**src/rtl/i2c_evt_pkg.sv**
```systemverilog
// Package: shared address map and flag layout of the event/interrupt unit.
// Assumes a 16-bit host data path and a 2-bit register address.
package i2c_evt_pkg;
    localparam int DATA_W = 16;
    localparam int ADDR_W = 2;

    localparam logic [ADDR_W-1:0] A_STAT = 2'd0;
    localparam logic [ADDR_W-1:0] A_MASK = 2'd1;
    localparam logic [ADDR_W-1:0] A_VEC  = 2'd2;
    localparam logic [ADDR_W-1:0] A_DMA  = 2'd3;

    // Flags that exist as storage.
    localparam logic [DATA_W-1:0] STAT_IMPL = 16'h8E1E;
    // Bits the host may clear by writing one.
    localparam logic [DATA_W-1:0] STAT_W1C  = 16'h003F;
    // Bits kept by the DMA configuration register.
    localparam logic [DATA_W-1:0] DMA_KEEP  = 16'h8080;

    localparam int BIT_RXRDY = 3;
    localparam int BIT_TXRDY = 4;
    localparam int BIT_BUSY  = 12;
    localparam int DMA_RX_EN = 15;
    localparam int DMA_TX_EN = 7;
endpackage

```
**src/rtl/i2c_evt_flags.sv**
```systemverilog
// Sticky flag bank. Each implemented bit is set by a pulse and cleared by
// either clear vector. A set in the same cycle as a clear wins.
// Assumes IMPL marks which bit positions hold storage.
module i2c_evt_flags #(
    parameter int W = 16,
    parameter logic [W-1:0] IMPL = '1
) (
    input  logic         clk,
    input  logic         rst_n,
    input  logic [W-1:0] set_i,
    input  logic [W-1:0] clr_host_i,
    input  logic [W-1:0] clr_vec_i,
    output logic [W-1:0] flags_o
);
    for (genvar g = 0; g < W; g++) begin : g_bit
        if (IMPL[g]) begin : g_store
            logic q;
            // Per-bit sticky register, set has priority over clear.
            always_ff @(posedge clk) begin
                if (!rst_n)
                    q <= 1'b0;
                else if (set_i[g])
                    q <= 1'b1;
                else if (clr_host_i[g] || clr_vec_i[g])
                    q <= 1'b0;
            end
            assign flags_o[g] = q;
        end else begin : g_none
            assign flags_o[g] = 1'b0;
        end
    end
endmodule

```
**src/rtl/i2c_evt_vec.sv**
```systemverilog
// Priority encoder for the vector register. Finds the lowest pending
// enabled source and returns its 1-based index and a one-hot clear.
// Assumes N is small enough for a linear scan.
module i2c_evt_vec #(
    parameter int N  = 6,
    parameter int VW = $clog2(N + 1)
) (
    input  logic [N-1:0]  pend_i,
    output logic [VW-1:0] idx_o,
    output logic [N-1:0]  onehot_o
);
    // Scan from the top down so the lowest set bit is written last.
    always_comb begin
        idx_o    = '0;
        onehot_o = '0;
        for (int i = N - 1; i >= 0; i--) begin
            if (pend_i[i]) begin
                idx_o    = VW'(i + 1);
                onehot_o = N'(1) << i;
            end
        end
    end
endmodule

```
**src/rtl/i2c_evt_cfg.sv**
```systemverilog
// Enable mask and DMA configuration registers. A DMA enable written as one
// drops the matching interrupt enable in the same cycle.
// Assumes at most one host write per cycle.
module i2c_evt_cfg
    import i2c_evt_pkg::*;
#(
    parameter int IE_W = 6
) (
    input  logic              clk,
    input  logic              rst_n,
    input  logic              mask_we,
    input  logic              dma_we,
    input  logic [DATA_W-1:0] wdata,
    output logic [IE_W-1:0]   mask_o,
    output logic [DATA_W-1:0] dma_o
);
    // Enable mask: loaded by its own write, trimmed by DMA enables.
    always_ff @(posedge clk) begin
        if (!rst_n) begin
            mask_o <= '0;
        end else if (mask_we) begin
            mask_o <= wdata[IE_W-1:0];
        end else if (dma_we) begin
            if (wdata[DMA_RX_EN]) mask_o[BIT_RXRDY] <= 1'b0;
            if (wdata[DMA_TX_EN]) mask_o[BIT_TXRDY] <= 1'b0;
        end
    end

    // DMA configuration: only the two enable bits are retained.
    always_ff @(posedge clk) begin
        if (!rst_n)
            dma_o <= '0;
        else if (dma_we)
            dma_o <= wdata & DMA_KEEP;
    end
endmodule

```
**src/rtl/i2c_evt_irq_unit.sv**
```systemverilog
// Top of the event/interrupt unit: host register decode, flag bank,
// enable and DMA configuration, vector encoder and request outputs.
// Assumes rd_en and wr_en are never high together.
module i2c_evt_irq_unit
    import i2c_evt_pkg::*;
#(
    parameter int IE_W = 6
) (
    input  logic              clk,
    input  logic              rst_n,
    input  logic [ADDR_W-1:0] addr,
    input  logic              rd_en,
    input  logic              wr_en,
    input  logic [DATA_W-1:0] wdata,
    output logic [DATA_W-1:0] rdata,
    input  logic [DATA_W-1:0] set_pulse,
    input  logic              bus_busy,
    output logic              irq,
    output logic              dma_rx_req,
    output logic              dma_tx_req
);
    localparam int VW = $clog2(IE_W + 1);

    logic [DATA_W-1:0] st_q;
    logic [IE_W-1:0]   mask_q;
    logic [DATA_W-1:0] dma_q;
    logic [IE_W-1:0]   pend;
    logic [VW-1:0]     vec_idx;
    logic [IE_W-1:0]   vec_oh;
    logic [DATA_W-1:0] clr_host;
    logic [DATA_W-1:0] clr_vec;
    logic              vec_rd;

    // Host strobes decoded per register.
    assign vec_rd   = rd_en && (addr == A_VEC);
    assign clr_host = (wr_en && addr == A_STAT) ? (wdata & STAT_W1C) : '0;
    assign clr_vec  = vec_rd ? DATA_W'(vec_oh) : '0;

    i2c_evt_flags #(.W(DATA_W), .IMPL(STAT_IMPL)) u_flags (
        .clk        (clk),
        .rst_n      (rst_n),
        .set_i      (set_pulse & STAT_IMPL),
        .clr_host_i (clr_host),
        .clr_vec_i  (clr_vec),
        .flags_o    (st_q)
    );

    i2c_evt_cfg #(.IE_W(IE_W)) u_cfg (
        .clk     (clk),
        .rst_n   (rst_n),
        .mask_we (wr_en && addr == A_MASK),
        .dma_we  (wr_en && addr == A_DMA),
        .wdata   (wdata),
        .mask_o  (mask_q),
        .dma_o   (dma_q)
    );

    assign pend = st_q[IE_W-1:0] & mask_q;

    i2c_evt_vec #(.N(IE_W), .VW(VW)) u_vec (
        .pend_i   (pend),
        .idx_o    (vec_idx),
        .onehot_o (vec_oh)
    );

    // Request outputs.
    assign irq        = |pend;
    assign dma_rx_req = dma_q[DMA_RX_EN] & st_q[BIT_RXRDY];
    assign dma_tx_req = dma_q[DMA_TX_EN] & st_q[BIT_TXRDY];

    // Read multiplexer, combinational while rd_en is high.
    always_comb begin
        rdata = '0;
        if (rd_en) begin
            unique case (addr)
                A_STAT: begin
                    rdata           = st_q;
                    rdata[BIT_BUSY] = bus_busy;
                end
                A_MASK:  rdata = DATA_W'(mask_q);
                A_VEC:   rdata = DATA_W'(vec_idx);
                A_DMA:   rdata = dma_q;
                default: rdata = '0;
            endcase
        end
    end
endmodule

```
**config.mk**
```make
export PLATFORM = sky130hd
export DESIGN_NAME = i2c_evt_irq_unit
export DESIGN_NICKNAME = d
export VERILOG_FILES = /design/src/rtl/i2c_evt_pkg.sv /design/src/rtl/i2c_evt_flags.sv /design/src/rtl/i2c_evt_vec.sv /design/src/rtl/i2c_evt_cfg.sv /design/src/rtl/i2c_evt_irq_unit.sv
export SDC_FILE = /design/constraint.sdc
export NUM_CORES = 1
export LEC_CHECK = 0
export ABC_AREA = 1
export CAP_MARGIN = 10
export CORE_MARGIN = 2
export CORE_UTILIZATION = 30
export DETAILED_ROUTE_END_ITERATION = 8
export DONT_BUFFER_PORTS = 1
export GPL_TIMING_DRIVEN = 1
export PLACE_DENSITY = 0.47
export SETUP_SLACK_MARGIN = 0.15
export SLEW_MARGIN = 20
export SYNTH_ARGS = -nofsm -noshare
export SYNTH_HDL_FRONTEND = slang
export SYNTH_SLANG_ARGS = --single-unit
```
**constraint.sdc**
```tcl
create_clock -name clk -period 3 [get_ports clk]
set_input_delay 0.75 -clock clk [delete_from_list [all_inputs] [get_ports clk]]
set_output_delay 0.75 -clock clk [all_outputs]
set_load 0.01 [all_outputs]
```
; ---- Word level (Yosys, flattened, before mapping)
; Cells that the tools add are included.
[classes]
n_lt_le_gt_ge = 0
shifts = 0
n_reduce_logical = 27
n_addsub = 0
n_mul = 0
n_eq_ne = 3
div_mod_pow = 0
n_mux = 35
bitwise = 3
[op_table]
columns = cell, n
row1 = case mux 16 bit (4 select lines), 1
row2 = two-way mux 5 bit, 7
row3 = nonzero test 2 bit, 11
row4 = two-way mux 1 bit, 18
row5 = two-way mux 3 bit, 6
row6 = two-way mux 16 bit, 1
row7 = bitwise AND 5 x 6 -> 6 bit, 1
row8 = OR reduction 6 bit, 1
row9 = "== test 2 bit, second input constant", 2
row10 = logical AND 1 bit, 4
row11 = logical OR 1 bit, 4
row12 = "logical OR 1 bit, both inputs constant", 4
row13 = two-way mux 2 bit, 2
row14 = AND reduction 2 bit, 2
row15 = bitwise AND 1 bit, 2
row16 = "== test 2 x 1 -> 1 bit, second input constant", 1
row17 = zero test 2 bit, 1
[word_totals]
ff_bits = 16
latch_bits = 0
ramBits = 0
mem_bits_ro = 0
in_bits = 39
mem_count = 0
out_inout_bits = 19
word_cells = 80

; ---- Longest topological paths before layout
; Gate-level depths: netlist of the first run.
[depth]
depth_word = 10
depth_mapped = 7
depth_no_buf = 7

; ---- Hierarchy
; Synthesis of the first run repeated with hierarchy kept, for this count alone.
[unflattened]
cells_unflattened = 273
hier_area_um2 = 1524.0
[by_module_without_submodules]
columns = module, seq_area_each_um2, area_each_um2, n_inst, cells_per_inst
row1 = i2c_evt_irq_unit, 0.0, 579.3, 1, 133
row2 = i2c_evt_flags, 160.2, 457.9, 1, 66
row3 = i2c_evt_cfg, 160.2, 395.4, 1, 54
row4 = i2c_evt_vec, 0.0, 91.3, 1, 20

; ---- Least setup slack after synthesis of the first run
; OpenSTA, ideal clock, no wires.
[synth_timing]
kind = input -> output
start = input addr[1]
end = output rdata[2]
path_buffers = 0
required_time_ns = 2.250
slack_ns = 0.915
arrival_time_ns = 1.335
stages = 3
path_cell_list = nor2_2 -> nand2_1 -> a31oi_1
[synth_via]
elab_chain_cells = 3
elab_cells_between_ends = 6
classes_between = 3 x eq/ne / 2 x mux / 1 x reduce/logical
[synth_lines]
columns = item, line_no
row1 = "start, declared", i2c_evt_irq_unit.sv:11  ; input logic [ADDR_W-1:0] addr,
row2 = "== test 2 bit, or another cell as far along", i2c_evt_irq_unit.sv:75  ; unique case (addr)
row3 = case mux 16 bit (4 select lines) (*), i2c_evt_irq_unit.sv:75
row4 = two-way mux 16 bit (*), i2c_evt_irq_unit.sv:74  ; if (rd_en) begin
row5 = "end, declared", i2c_evt_irq_unit.sv:15  ; output logic [DATA_W-1:0] rdata,
; Every way passes the cells marked *; elsewhere a longest branch is shown, timed or not. The select of a mux whose other input is x is not followed.

; ---- Worst setup path after layout of the first run
[layout_timing]
start = input addr[1]
end = output rdata[1]
; The elaborated chain is that of the path after synthesis.

==> results of run 1 <==
cells by family (layout without fill, tap and decap cells):
group	count (synthesis)	after routing	synth area share, %
and+or+nand+nor	75	75	36.01
buffers and inverters	28	26	13.92
AOI/OAI and AO/OA	22	22	12.91
DFF	16	16	36.73
other	1	4	0.4300
path summary, 6_finish.rpt:
| check | to | from | slack (ns) |
|---|---|---|---|
| setup reg to reg | u_flags.g_bit[4].g_store.q | u_cfg.mask_o[1] | 1.98 |
| hold reg to reg | u_cfg.mask_o[5] | u_cfg.mask_o[5] | 0.46 |
| hold / removal | u_cfg.mask_o[5] | u_cfg.mask_o[5] | 0.46 |
| setup / recovery | rdata[1] | addr[1] | 0.74 |
where the power goes:
group | internal [mW] | switching [mW]
clock network | 0.0739 | 0.0721
logic | 0.0150 | 0.0326
registers | 0.224 | 0.00840
total | 0.313 | 0.113
sequential cells by signal, indices dropped and copies added (netlist names):
register	flops
u_cfg.dma_o	2
u_cfg.mask_o	6
u_flags.g_bit.g_store.q	8
Yosys cell counts (all sizes together):
master | number | share of area (%)
nor2 | 17 | 7.6
buf | 5 | 4.0
conb | 1 | 0.43
a21oi | 16 | 9.2
nand3b | 1 | 0.86
nand3 | 14 | 8.0
clkbuf | 1 | 0.43
nor3 | 1 | 0.57
a31oi | 2 | 1.4
inv | 22 | 9.5
dfxtp | 16 | 37
nand2 | 42 | 19
o21ai | 4 | 2.3
worst max-delay path: stages:
cell and delay (ns):
nor2_2 0.34, nand2_1 0.09, a31oi_1 0.33
per-layer routing:
| metal | track usage (%) | vias to the layer above |
|---|---|---|
| li1 | - | 435 |
| met1 | 16.48 | 378 |
| met2 | 24.84 | 32 |
| met3 | 4.241 | 2 |
| met4 | 5.980 | 0 |
| met5 | 0 | - |
cell usage in the layout (no fill, tap or decap), types with 2 or more instances in the layout:
cell type  instances
conb_1             4
nand2_1           41
nor2_1            16
a31oi_1            2
nand3_1           14
a21oi_1           16
clkbuf_4           3
inv_1             21
o21ai_1            3
dfxtp_1           16
area by class of cell:
cell class                      instances  share of cell area, %
Multi-Input combinational cell        101                  48.03
Sequential cell                        16                  34.83
Inverter                               22                  8.980
Tap cell                               31                  4.218
Clock buffer                            4                  3.946
==> impl_metrics.tcl, run 1 <==
set metrics [dict create \
    outcome "finished clean" \
    cts_tree "yes" \
    min_period_over_period_pct 75.28 \
    fin_nets 183 \
    die_h_um 57.92 \
    clock_latency_ns 0.29 \
    cp.arrival_ns 1.51 \
    vias_per_cell 4.868 \
    post-route-min-period_ns 2.259 \
    cts_root_buf "clkbuf_4" \
    grt_max_degree 14 \
    grt_overflow 0 \
    tns_ns 0 \
    pin_count 58 \
    finalPower_uw 426.5 \
    end_kind "primary output" \
    rsz0062_at_grt "no" \
    hpwl_um 1730 \
    numCtsBuffers 3 \
    syn_inst 142 \
    synth.avg_cell_area_um2 6.141 \
    path_max_fanout 10 \
    coreArea_um2 2758 \
    wl_met2_um 1021 \
    antennaDiodeCount 0 \
    cellPowerDensity_nw_per_um2 463.7 \
    dr.pass1.iters 4 \
    areaGrowthSynthToFinish_pct 5.452 \
    setup_ws_ns 0.7415 \
    io_buffer_count 0 \
    worstHoldPathCells 2 \
    clkTransAtPathRegs_ns 0.10 \
    r2r_cells 6 \
    via_count 847 \
    grt_use_total_pct 14.37 \
    die_w_um 57.92 \
    final_layout_size_suffix_gt1_share_pct 4.895 \
    final_cell_area_um2 919.6 \
    yosys_warnings 0 \
    cts_hold_buf 0 \
    grt_pass1_wl_um 3691 \
    fillers 315 \
    crit_required_ns 2.25 \
    start_util_pct 31.62 \
    clk_path_buf_depth 2 \
    cts_max_level 1 \
    ys_seq_area_share_pct 36.73 \
    finalHoldViolations 0 \
    synth_seq_cells 16 \
    path_class "in -> out" \
    hp-class "reg -> reg" \
    antenna_found_initial 0 \
    ant_nets 0 \
    place_inst 170 \
    total_leakage_power_nw 0.4358 \
    syn_area_um2 872.1 \
    whs_ns 0.4614 \
    met3WireLength_um 175 \
    ctsResizeCount 0 \
    critPathLaunchType "primary input" \
    multi_input_area_um2 441.7 \
    clock-sinks 16 \
    fin_skew_ns 0.002372 \
    drc 0 \
    first_iter_violations 34 \
    final_cells 174 \
    wirelength_met1_um 1009 \
    rows 19 \
    fmax_mhz 442.8 \
    slew_viol_final 0 \
    highest_layer "met4" \
    post_cts_buffers 0 \
    die-area_um2 3354 \
    fin_util_pct 33.35 \
    dp_slack_ns 0.7355 \
    seq_area_um2 320.3 \
    drv_cap 0 \
    finalSetupViolCount 0 \
    max-vdd-ir-drop_v 0.0002424 \
    place_congestion 0.7602 \
    synth_cell_types 18 \
    totalWireLength_um 2225 \
    place_area_um2 883.3 \
    wl_per_cell_um 12.79 \
    first_global_vias 794 \
]
(Power assumes the default switching activity.)
==> run 2, diff against run 1 <==
==> constraint.sdc (replaced) <==
create_clock -name clk -period 2.3 [get_ports clk]
set_input_delay 0.575 -clock clk [delete_from_list [all_inputs] [get_ports clk]]
set_output_delay 0.575 -clock clk [all_outputs]
set_load 0.01 [all_outputs]
==> run 2 against run 1 <==
Net effect: clock skew rose by 0.0031 ns; via count rose by 0.94%; total power rose by 31%; sequential share of layout area fell by 0.56 points; wire length fell by 2.2%; largest cell class unchanged.
==> impl_metrics.tcl, run 2 (synthesized netlist as in run 1, its figures left out) <==
set metrics [dict create \
    outcome "finished clean" \
    crit_path_max_incr_delay_ns 0.38 \
    drv_cap 0 \
    end_kind "primary output" \
    dr.pass1.iters 4 \
    finalHoldViolations 0 \
    cts_max_level 1 \
    start_util_pct 31.62 \
    die-area_um2 3354 \
    max-vdd-ir-drop_v 0.0002798 \
    cp.arrival_ns 1.30 \
    reg_top3 "u_flags.g_bit.g_store.q (8), u_cfg.mask_o (6), u_cfg.dma_o (2)" \
    hpwl_um 1763 \
    cp_slowest_cell "dfxtp_1" \
    vias_per_cell 4.858 \
    regMostFlops "u_flags.g_bit.g_store.q" \
    grt_use_total_pct 13.76 \
    grt_pass1_wl_um 3594 \
    die_h_um 57.92 \
    fin_nets 185 \
    rows 19 \
    critPathLaunchType "flop" \
    ant_nets 0 \
    largest_reg_flops 8 \
    numCtsBuffers 3 \
    first_iter_violations 10 \
    path_class "reg -> out" \
    antenna_found_initial 0 \
    fin_skew_ns 0.005463 \
    path_max_fanout 4 \
    io_buffer_count 0 \
    first_global_vias 807 \
    areaGrowthSynthToFinish_pct 7.174 \
    crit_required_ns 1.73 \
    die_w_um 57.92 \
    tns_ns 0 \
    crit_chain "nand2_1, o21ai_0, nand3_1, a21oi_1" \
    ctsResizeCount 0 \
    cts_hold_buf 0 \
    cts_tree "yes" \
    grt_overflow 0 \
    clock-sinks 16 \
    cellPowerDensity_nw_per_um2 598.2 \
    rsz0062_at_grt "no" \
    grt_max_degree 14 \
    wl_per_cell_um 12.36 \
    finalPower_uw 559.1 \
    post-route-min-period_ns 1.879 \
    final_layout_size_suffix_gt1_share_pct 6.207 \
    totalWireLength_um 2176 \
    antennaDiodeCount 0 \
    slew_viol_final 0 \
    dp_slack_ns 0.4197 \
    layout_commonest_cell "nand2_1" \
    hp-class "in -> reg" \
    setup_ws_ns 0.4214 \
    layout_common_cells "nand2_1, inv_1, nor2_1, a21oi_1, dfxtp_1" \
    clkTransAtPathRegs_ns 0.10 \
    clk_path_buf_depth 2 \
    cts_root_buf "clkbuf_4" \
    finalSetupViolCount 0 \
    total_leakage_power_nw 0.4461 \
    final_cell_area_um2 934.6 \
    place_area_um2 898.4 \
    post_cts_buffers 0 \
    via_count 855 \
    drc 0 \
    place_congestion 0.7682 \
    coreArea_um2 2758 \
    clock_latency_ns 0.29 \
    fmax_mhz 532.3 \
    min_period_over_period_pct 81.68 \
    pin_count 58 \
]
==> run 2: changes by cell type in the layout (fill, tap and decap cells not counted) <==
| cell | change |
|---|---|
| buf_4 | +2 |
==> run 2: final timing paths <==
kind                                                 start                          end  slack, ns  cells past startpoint
worst max-delay path            u_flags.g_bit[4].g_store.q                     rdata[0]       0.42                      4
worst min-delay path                         set_pulse[10]  u_flags.g_bit[10].g_store.q       0.40                      2
worst max register to register             u_cfg.mask_o[1]   u_flags.g_bit[4].g_store.q       1.28                      6
worst min register to register             u_cfg.mask_o[5]              u_cfg.mask_o[5]       0.46                      2
==> run 2: area by class of cell <==
cell class	instances	area [um2]
clock buffer	4	36.28
fill	325	1823
inverter	22	82.58
multi-input combinational	101	441.7
sequential	16	320.3
tap	31	38.79
timing repair buffer	2	15.01
==> run 2: routing by layer <==
layer,GRT usage (%),up-vias,share of wire [%]
met4,3.987,0,0.87
met3,4.688,2,8.7
met5,0,-,0
met1,16.46,384,45
met2,23.38,28,46
li1,-,441,-
==> run 2: power breakdown <==
| group | total (mW) | leakage (nW) | internal (mW) | switching, mW |
|---|---|---|---|---|
| registers | 0.304 | 0.132 | 0.293 | 0.0111 |
| clock network | 0.191 | 0.0210 | 0.0962 | 0.0946 |
| logic | 0.0645 | 0.293 | 0.0218 | 0.0427 |
==> run 2: critical path, delay by kind of cell, from the launching register on <==
family,cells,cell delay (ns)
and+or+nand+nor,2,0.20
DFF,1,0.38
AOI/OAI and AO/OA,2,0.44
==> run 2: stage by stage <==
step | hold WS, ns | std cells | utilization (%)
floorplan | 0.4308 | 145 | -
finish | 0.3998 | 176 | 33.89
global route | 0.4029 | 176 | 33.89
global placement | 0.4446 | 172 | 32.58
detailed placement | 0.4542 | 172 | 32.58
CTS | 0.4000 | 176 | 33.89
